===== config.mk =====
export PLATFORM = sky130hd
export DESIGN_NAME = pmp_guard
export DESIGN_NICKNAME = d
export VERILOG_FILES = /design/src/rtl/pmp_guard_pkg.sv /design/src/rtl/pmp_guard_ctrl.sv /design/src/rtl/pmp_guard_data.sv /design/src/rtl/pmp_guard.sv
export SDC_FILE = /design/constraint.sdc
export NUM_CORES = 1
export LEC_CHECK = 0
export BUFFER_PORTS_ARGS = -buffer_cell sky130_fd_sc_hd__buf_2
export CAP_MARGIN = 0
export CORE_MARGIN = 8
export CORE_UTILIZATION = 60
export DETAILED_ROUTE_END_ITERATION = 10
export PLACE_DENSITY = 0.79
export SLEW_MARGIN = 25
export SYNTH_ARGS = -nofsm -noshare
export SYNTH_HDL_FRONTEND = slang
export SYNTH_HIERARCHICAL = 1
export SYNTH_SLANG_ARGS = --single-unit

===== constraint.sdc =====
create_clock -name clk -period 5.87 [get_ports clk]
set_clock_uncertainty 0.05 [all_clocks]
set_input_delay 0.587 -clock clk [delete_from_list [all_inputs] [get_ports clk]]
set_output_delay 0.587 -clock clk [all_outputs]
set_load 0.005 [all_outputs]

===== src/rtl/pmp_guard_pkg.sv =====
package pmp_guard_pkg;

  typedef enum logic [1:0] {
    AM_OFF   = 2'd0,
    AM_TOR   = 2'd1,
    AM_RSVD  = 2'd2,
    AM_NAPOT = 2'd3
  } amode_e;

  typedef enum logic [1:0] {
    WK_CFG  = 2'd0,
    WK_ADDR = 2'd1,
    WK_CTRL = 2'd2,
    WK_NONE = 2'd3
  } wkind_e;

  localparam logic [1:0] MODE_MACHINE = 2'd3;
  localparam logic [1:0] ACC_READ     = 2'd0;
  localparam logic [1:0] ACC_WRITE    = 2'd1;
  localparam logic [1:0] ACC_EXEC     = 2'd2;

  typedef struct packed {
    logic   lock;
    amode_e amode;
    logic   x;
    logic   w;
    logic   r;
  } rule_cfg_t;

  // per-rule strobes from control to datapath
  typedef struct packed {
    logic cfgWe;
    logic addrWe;
  } rule_strobe_t;

  function automatic rule_cfg_t unpackCfg(input logic [7:0] b);
    rule_cfg_t c;
    c.r     = b[0];
    c.w     = b[1];
    c.x     = b[2];
    c.amode = amode_e'(b[4:3]);
    c.lock  = b[7];
    return c;
  endfunction

  function automatic logic isShared(input rule_cfg_t c);
    return !c.r && c.w;
  endfunction

  // permission decode of one matched rule
  function automatic logic ruleGrants(input rule_cfg_t c, input logic lockdown,
                                      input logic isMachine, input logic [1:0] acc);
    logic isRd, isWr, isEx, own;
    isRd = (acc == ACC_READ);
    isWr = (acc == ACC_WRITE);
    isEx = !isRd && !isWr;
    own  = (isRd && c.r) || (isWr && c.w) || (isEx && c.x);
    if (!lockdown)
      return isMachine ? (c.lock ? own : 1'b1) : own;
    if (!isShared(c))
      return isMachine ? (c.lock && own) : (!c.lock && own);
    unique case ({c.lock, c.x})
      2'b00:   return !isEx;
      2'b01:   return isMachine ? !isEx : isRd;
      2'b10:   return isEx;
      default: return isMachine ? !isWr : isEx;
    endcase
  endfunction

endpackage


===== src/rtl/pmp_guard_ctrl.sv =====
module pmp_guard_ctrl
  import pmp_guard_pkg::*;
#(
  parameter int NUM_RULES = 4,
  parameter int IDX_W     = 2
) (
  input  logic                 clk,
  input  logic                 rstN,
  input  logic                 wrEn,
  input  logic [1:0]           wrKind,
  input  logic [IDX_W-1:0]     wrIdx,
  input  logic [7:0]           wrCfgByte,
  input  logic [NUM_RULES-1:0] ruleLocked,
  output rule_strobe_t         strobes [NUM_RULES],
  output logic                 lockdown,
  output logic                 sharedExecEn
);

  rule_cfg_t newCfg;
  logic      reservedLegacy;
  logic      blockedSharedExec;
  logic      cfgLegal;

  always_ff @(posedge clk or negedge rstN) begin
    if (!rstN) begin
      lockdown     <= 1'b0;
      sharedExecEn <= 1'b0;
    end else if (wrEn && wrKind == WK_CTRL) begin
      if (wrCfgByte[0]) lockdown     <= 1'b1;
      if (wrCfgByte[1]) sharedExecEn <= 1'b1;
    end
  end

  always_comb begin
    newCfg            = unpackCfg(wrCfgByte);
    reservedLegacy    = !lockdown && isShared(newCfg);
    blockedSharedExec = lockdown && !sharedExecEn && isShared(newCfg) && newCfg.lock;
    cfgLegal          = !reservedLegacy && !blockedSharedExec;
  end

  for (genvar i = 0; i < NUM_RULES; i++) begin : g_strobe
    logic sel;
    assign sel               = wrEn && (wrIdx == IDX_W'(i)) && !ruleLocked[i];
    assign strobes[i].cfgWe  = sel && (wrKind == WK_CFG) && cfgLegal;
    assign strobes[i].addrWe = sel && (wrKind == WK_ADDR);
  end

  p_lockdown_sticky_r9: assert property (@(posedge clk) disable iff (!rstN)
    lockdown |=> lockdown);
  p_shexec_sticky_r9: assert property (@(posedge clk) disable iff (!rstN)
    sharedExecEn |=> sharedExecEn);

endmodule


===== src/rtl/pmp_guard_data.sv =====
module pmp_guard_data
  import pmp_guard_pkg::*;
#(
  parameter int NUM_RULES = 4,
  parameter int ADDR_W    = 32,
  localparam int WORD_W   = ADDR_W - 2
) (
  input  logic                 clk,
  input  logic                 rstN,
  input  rule_strobe_t         strobes [NUM_RULES],
  input  logic [WORD_W-1:0]    wrData,
  input  logic                 lockdown,
  input  logic                 sharedExecEn,
  input  logic [WORD_W-1:0]    reqWord,
  input  logic [1:0]           reqType,
  input  logic [1:0]           reqMode,
  output logic [NUM_RULES-1:0] ruleLocked,
  output logic                 allow
);

  rule_cfg_t         ruleCfg  [NUM_RULES];
  logic [WORD_W-1:0] ruleAddr [NUM_RULES];
  logic [NUM_RULES-1:0] hit;
  logic [NUM_RULES-1:0] grant;
  logic isMachine;

  assign isMachine = (reqMode == MODE_MACHINE);

  for (genvar i = 0; i < NUM_RULES; i++) begin : g_rule
    logic [WORD_W-1:0] lowBound;
    logic [WORD_W-1:0] napotMask;
    logic torHit, napotHit;

    always_ff @(posedge clk or negedge rstN) begin
      if (!rstN) begin
        ruleCfg[i]  <= '0;
        ruleAddr[i] <= '0;
      end else begin
        if (strobes[i].cfgWe)  ruleCfg[i]  <= unpackCfg(wrData[7:0]);
        if (strobes[i].addrWe) ruleAddr[i] <= wrData;
      end
    end

    if (i == 0) begin : g_first
      assign lowBound = '0;
    end else begin : g_next
      assign lowBound = ruleAddr[i-1];
    end

    assign napotMask = ruleAddr[i] ^ (ruleAddr[i] + 1'b1);
    assign torHit    = (reqWord >= lowBound) && (reqWord < ruleAddr[i]);
    assign napotHit  = ((reqWord ^ ruleAddr[i]) & ~napotMask) == '0;
    assign hit[i]    = (ruleCfg[i].amode == AM_TOR)   ? torHit :
                       (ruleCfg[i].amode == AM_NAPOT) ? napotHit : 1'b0;
    assign grant[i]  = ruleGrants(ruleCfg[i], lockdown, isMachine, reqType);
    assign ruleLocked[i] = ruleCfg[i].lock;

    p_locked_frozen_r10: assert property (@(posedge clk) disable iff (!rstN)
      ruleCfg[i].lock |=> ($stable(ruleCfg[i]) && $stable(ruleAddr[i])));
    p_no_reserved_r5: assert property (@(posedge clk) disable iff (!rstN)
      !lockdown |-> !isShared(ruleCfg[i]));
    p_no_gated_exec_r8: assert property (@(posedge clk) disable iff (!rstN)
      (lockdown && !sharedExecEn) |-> !(isShared(ruleCfg[i]) && ruleCfg[i].lock));
    p_no_wx_cross_r11: assert property (@(posedge clk) disable iff (!rstN)
      lockdown |-> !(ruleGrants(ruleCfg[i], 1'b1, 1'b0, ACC_WRITE) &&
                     ruleGrants(ruleCfg[i], 1'b1, 1'b1, ACC_EXEC)));
  end

  // lowest index wins: scan downward so the last assignment is the lowest hit
  always_comb begin
    allow = isMachine;
    for (int i = NUM_RULES - 1; i >= 0; i--) begin
      if (hit[i]) allow = grant[i];
    end
  end

  p_nomatch_r2: assert property (@(posedge clk) disable iff (!rstN)
    (hit == '0) |-> (allow == isMachine));

endmodule


===== src/rtl/pmp_guard.sv =====
module pmp_guard
  import pmp_guard_pkg::*;
#(
  parameter int NUM_RULES = 4,
  parameter int ADDR_W    = 32,
  localparam int IDX_W    = (NUM_RULES > 1) ? $clog2(NUM_RULES) : 1
) (
  input  logic              clk,
  input  logic              rstN,
  input  logic              wrEn,
  input  logic [1:0]        wrKind,
  input  logic [IDX_W-1:0]  wrIdx,
  input  logic [ADDR_W-3:0] wrData,
  input  logic [ADDR_W-1:0] reqAddr,
  input  logic [1:0]        reqType,
  input  logic [1:0]        reqMode,
  output logic              allow
);

  rule_strobe_t         strobes [NUM_RULES];
  logic [NUM_RULES-1:0] ruleLocked;
  logic                 lockdown;
  logic                 sharedExecEn;

  pmp_guard_ctrl #(.NUM_RULES(NUM_RULES), .IDX_W(IDX_W)) u_ctrl (
    .clk(clk), .rstN(rstN), .wrEn(wrEn), .wrKind(wrKind), .wrIdx(wrIdx),
    .wrCfgByte(wrData[7:0]), .ruleLocked(ruleLocked), .strobes(strobes),
    .lockdown(lockdown), .sharedExecEn(sharedExecEn)
  );

  pmp_guard_data #(.NUM_RULES(NUM_RULES), .ADDR_W(ADDR_W)) u_data (
    .clk(clk), .rstN(rstN), .strobes(strobes), .wrData(wrData),
    .lockdown(lockdown), .sharedExecEn(sharedExecEn),
    .reqWord(reqAddr[ADDR_W-1:2]), .reqType(reqType), .reqMode(reqMode),
    .ruleLocked(ruleLocked), .allow(allow)
  );

endmodule


==> metrics <==
status finished, final reports clean; post-synth cell types 76; clock transition at the registers of the reported paths 60 ps; n_diodes 0; Sw Share 37.5%; Final Hold Slack 175 ps; 1st-pass router iterations 6; Worst-Margin Slew 944 ps; Fill cells 1385; # Max-Cap Violations 0; final hold vios 0; hold_buf cts 0; met1 WL 14000 um; routed wl met2 14400 um; worst min-delay path class input port to asynchronous set/reset pin; setup_tns 0 ps; total track usage 31.0%; DRC Markers 0; GRT overflow 0; VDD IR max 0.320 mV; Die Wd 148 um; RSZ-0062 raised after global routing no; minimum clock period 4710 ps; global-route wire length before repair 52100 um; Crit path max-delay family simple AND/OR/NAND/NOR gates; post-synthesis sequential area ratio 35.1%; #FFs+latches synth 146; EDFF count, synth 0; f_max 212 MHz; Mapped Cells 1217; simple logic cell fraction of the synthesized area 19.3%; FFs w/ async S/R, synth 100%; Syn Std Cell Area 0.0104 sq mm; # IOs 74; clock share of power 29.5%; Die Area 0.0218 sq mm; clock sinks 146; CP max stage cell nor4_1; Top FF cell, synth dfrtp_1; vias in the first global route 9497; footprint of the multi-input gates 0.00614 sq mm; fin nets 1474; reg-to-reg startpoint u_data/ruleLocked[3]$_DFFE_PN0P_; Critical Path, Cell by Cell inv_1 > ha_1 > a21oi_1 > nor4_1 > o21ai_0 > nor4_1 > o211ai_1 > a2111oi_0 > a31oi_1 > and3_2 > a311oi_2 > buf_2; WP data arrival 4080 ps; Root Buffer clkbuf_16; chip height 148 um; # setup viols final 0; pin count of the biggest net entering global routing 98; sw power 0.00138 W; crit-path max FO 4; leakage 5.45 nW; Port-buffer cells 71; layout cells sized above 1 12.9%; critical path launch point u_data/g_rule[1].lowBound[8]$_DFFE_PN0P_; max incr delay on CP 600 ps; total wire length 33700 um; Post-CTS Resized 0; crit path launch type flip-flop; Comb power frac 32.9%; row count 48; Post-Synth Adder-Cell Area 14.8%; commonest non-fill, non-tap cells in the layout nand2_1, dfrtp_1, o21ai_0; main combinational cell family by area after synthesis compound AO/OA/AOI/OAI gates; DR WL met3 3540 um; final period utilization 80.3%; routed vias/inst 6.57; sum of buffers and inverters on the critical path 2; Reg area 0.00365 sq mm; r2r setup slk 3640 ps; commonest non-fill, non-tap cell in the layout nand2_1; YS warnings 6; H-tree Lvls 4; worst path required time 5230 ps; Worst-Skew Late Latency 430 ps; Worst slew margin 37.1%; DR top layer met4; post-DP HPWL 25000 um; Tot Pwr 0.00369 W; Power Density 317 mW/mm^2; final number of max-transition violations 0; mux contribution to synthesized area 2.98%; initial antenna violation count 0; R2R depth 4; critical path endpoint category output port; most frequent CP cell nor4_1; initial drt markers 1247; maximum clock insertion buffer count 2; R2R Path End u_data/ruleAddr[0]$_DFFE_PN0P_; Routed Antenna Nets 0; Num CTS Buffers 17; synthesized net count 1413; Flop pwr share 37.6%; RePlAce Congestion 1.10; Cell Int Power 0.00230 W; Crit Path Category flip-flop to output port; CTS tree yes; synthesized area per cell 8.56 sq um; routed via count 9957; Synth Area in XOR/XNOR 0.588%; core area 0.0171 sq mm; Synth Area in Compound Gates 20.9%; Initial Util 60.9%; post-CTS setup buffer count 0; WL per Instance 22.2 um; Area Overhead vs Synth 11.5%
-- stage by stage --
| step | cell area, sq um | util [%] | instances | worst slack, ps |
|---|---|---|---|---|
| 2_1_floorplan | 10400 | - | 1217 | 2330 |
| 3_3_place_gp | 11000 | 64.1 | 1482 | 1530 |
| 3_5_place_dp | 11000 | 64.3 | 1483 | 1440 |
| 5_1_grt | 11600 | 67.9 | 1516 | 1050 |
| 6_report | 11600 | 67.9 | 1516 | 1160 |
| 4_1_cts | 11600 | 67.7 | 1515 | 1330 |
-- kinds of logic (layout without fill, tap and decap cells) --
group / count (synthesis) / in the layout
AO/OA/AOI/OAI: 364 / 364
buffers and inverters: 169 / 243
multiplexers: 28 / 28
AND/OR/NAND/NOR: 380 / 380
XOR/XNOR: 7 / 7
adder cells (fa/ha/maj): 123 / 123
flip-flops: 146 / 146
-- synth_stat cells (3+ instances only) --
master	number	area (sq um)
a2111oi_0	4	35.0
a211oi_1	5	37.5
a21boi_0	6	45.0
a21o_1	16	120
a21oi_1	96	480
a221o_1	4	40.0
a31oi_1	30	188
a32oi_1	3	26.3
a41oi_1	14	123
and2_1	6	37.5
and3_1	8	50.1
and4_1	12	105
buf_1	3	11.3
buf_4	4	30.0
clkbuf_1	28	105
dfrtp_1	146	3650
ha_1	123	1540
inv_1	131	492
mux2_2	24	270
mux2i_1	4	40.0
nand2_1	159	597
nand2b_1	9	56.3
nand3_1	21	105
nand4_1	36	225
nor2_1	42	158
nor2b_1	6	37.5
nor3_1	21	105
nor4_1	22	138
nor4_2	3	37.5
nor4_4	3	63.8
o211ai_1	8	60.1
o21ai_0	141	706
o21bai_1	4	30.0
o22ai_1	5	31.3
o31ai_1	4	30.0
or3_1	3	18.8
or4_1	5	37.5
xnor2_1	3	26.3
xor2_1	4	35.0
-- metal layers --
layer  vias up  GRT usage, %
met5         -             0
met2       588          45.3
met3       112          6.88
met1      4701          41.5
li1       4556             -
met4         0          17.9
-- how the worst max path moves through the flow --
stage / slack (ps) / cells after the start / to
after detailed placement: 1440 / 12 / allow
after floorplan: 2330 / 10 / allow
after global placement: 1530 / 12 / allow
after CTS: 1330 / 11 / allow
final: 1160 / 12 / allow
after global routing: 1050 / 12 / allow
-- flip-flops by register name, indices dropped and copies added (netlist names) --
name	flops
u_data/g_rule.lowBound	90
u_data/ruleAddr	30
u_data/ruleCfg	20
u_data/ruleLocked	4
u_ctrl/lockdown	1
u_ctrl/sharedExecEn	1
-- power groups by stage --
stage	Clock (W)	Combinational, W	Sequential, W
2_1_floorplan	0	0.000821	0.00133
3_3_place_gp	0	0.00113	0.00138
3_5_place_dp	0	0.00116	0.00139
4_1_cts	0.00110	0.00117	0.00138
5_1_grt	0.00114	0.00132	0.00141
6_report	0.00109	0.00121	0.00139
-- final cells by class --
type                            instances  share of cell area (%)
Clock inverter                         12                    1.14
Inverter                              131                    4.23
Clock buffer                           20                    3.84
Sequential cell                       146                    31.4
Tap cell                              225                    2.42
Multi-Input combinational cell        902                    52.9
Timing Repair Buffer                   80                    4.04
Note: power is estimated with default switching activity, not from simulation.
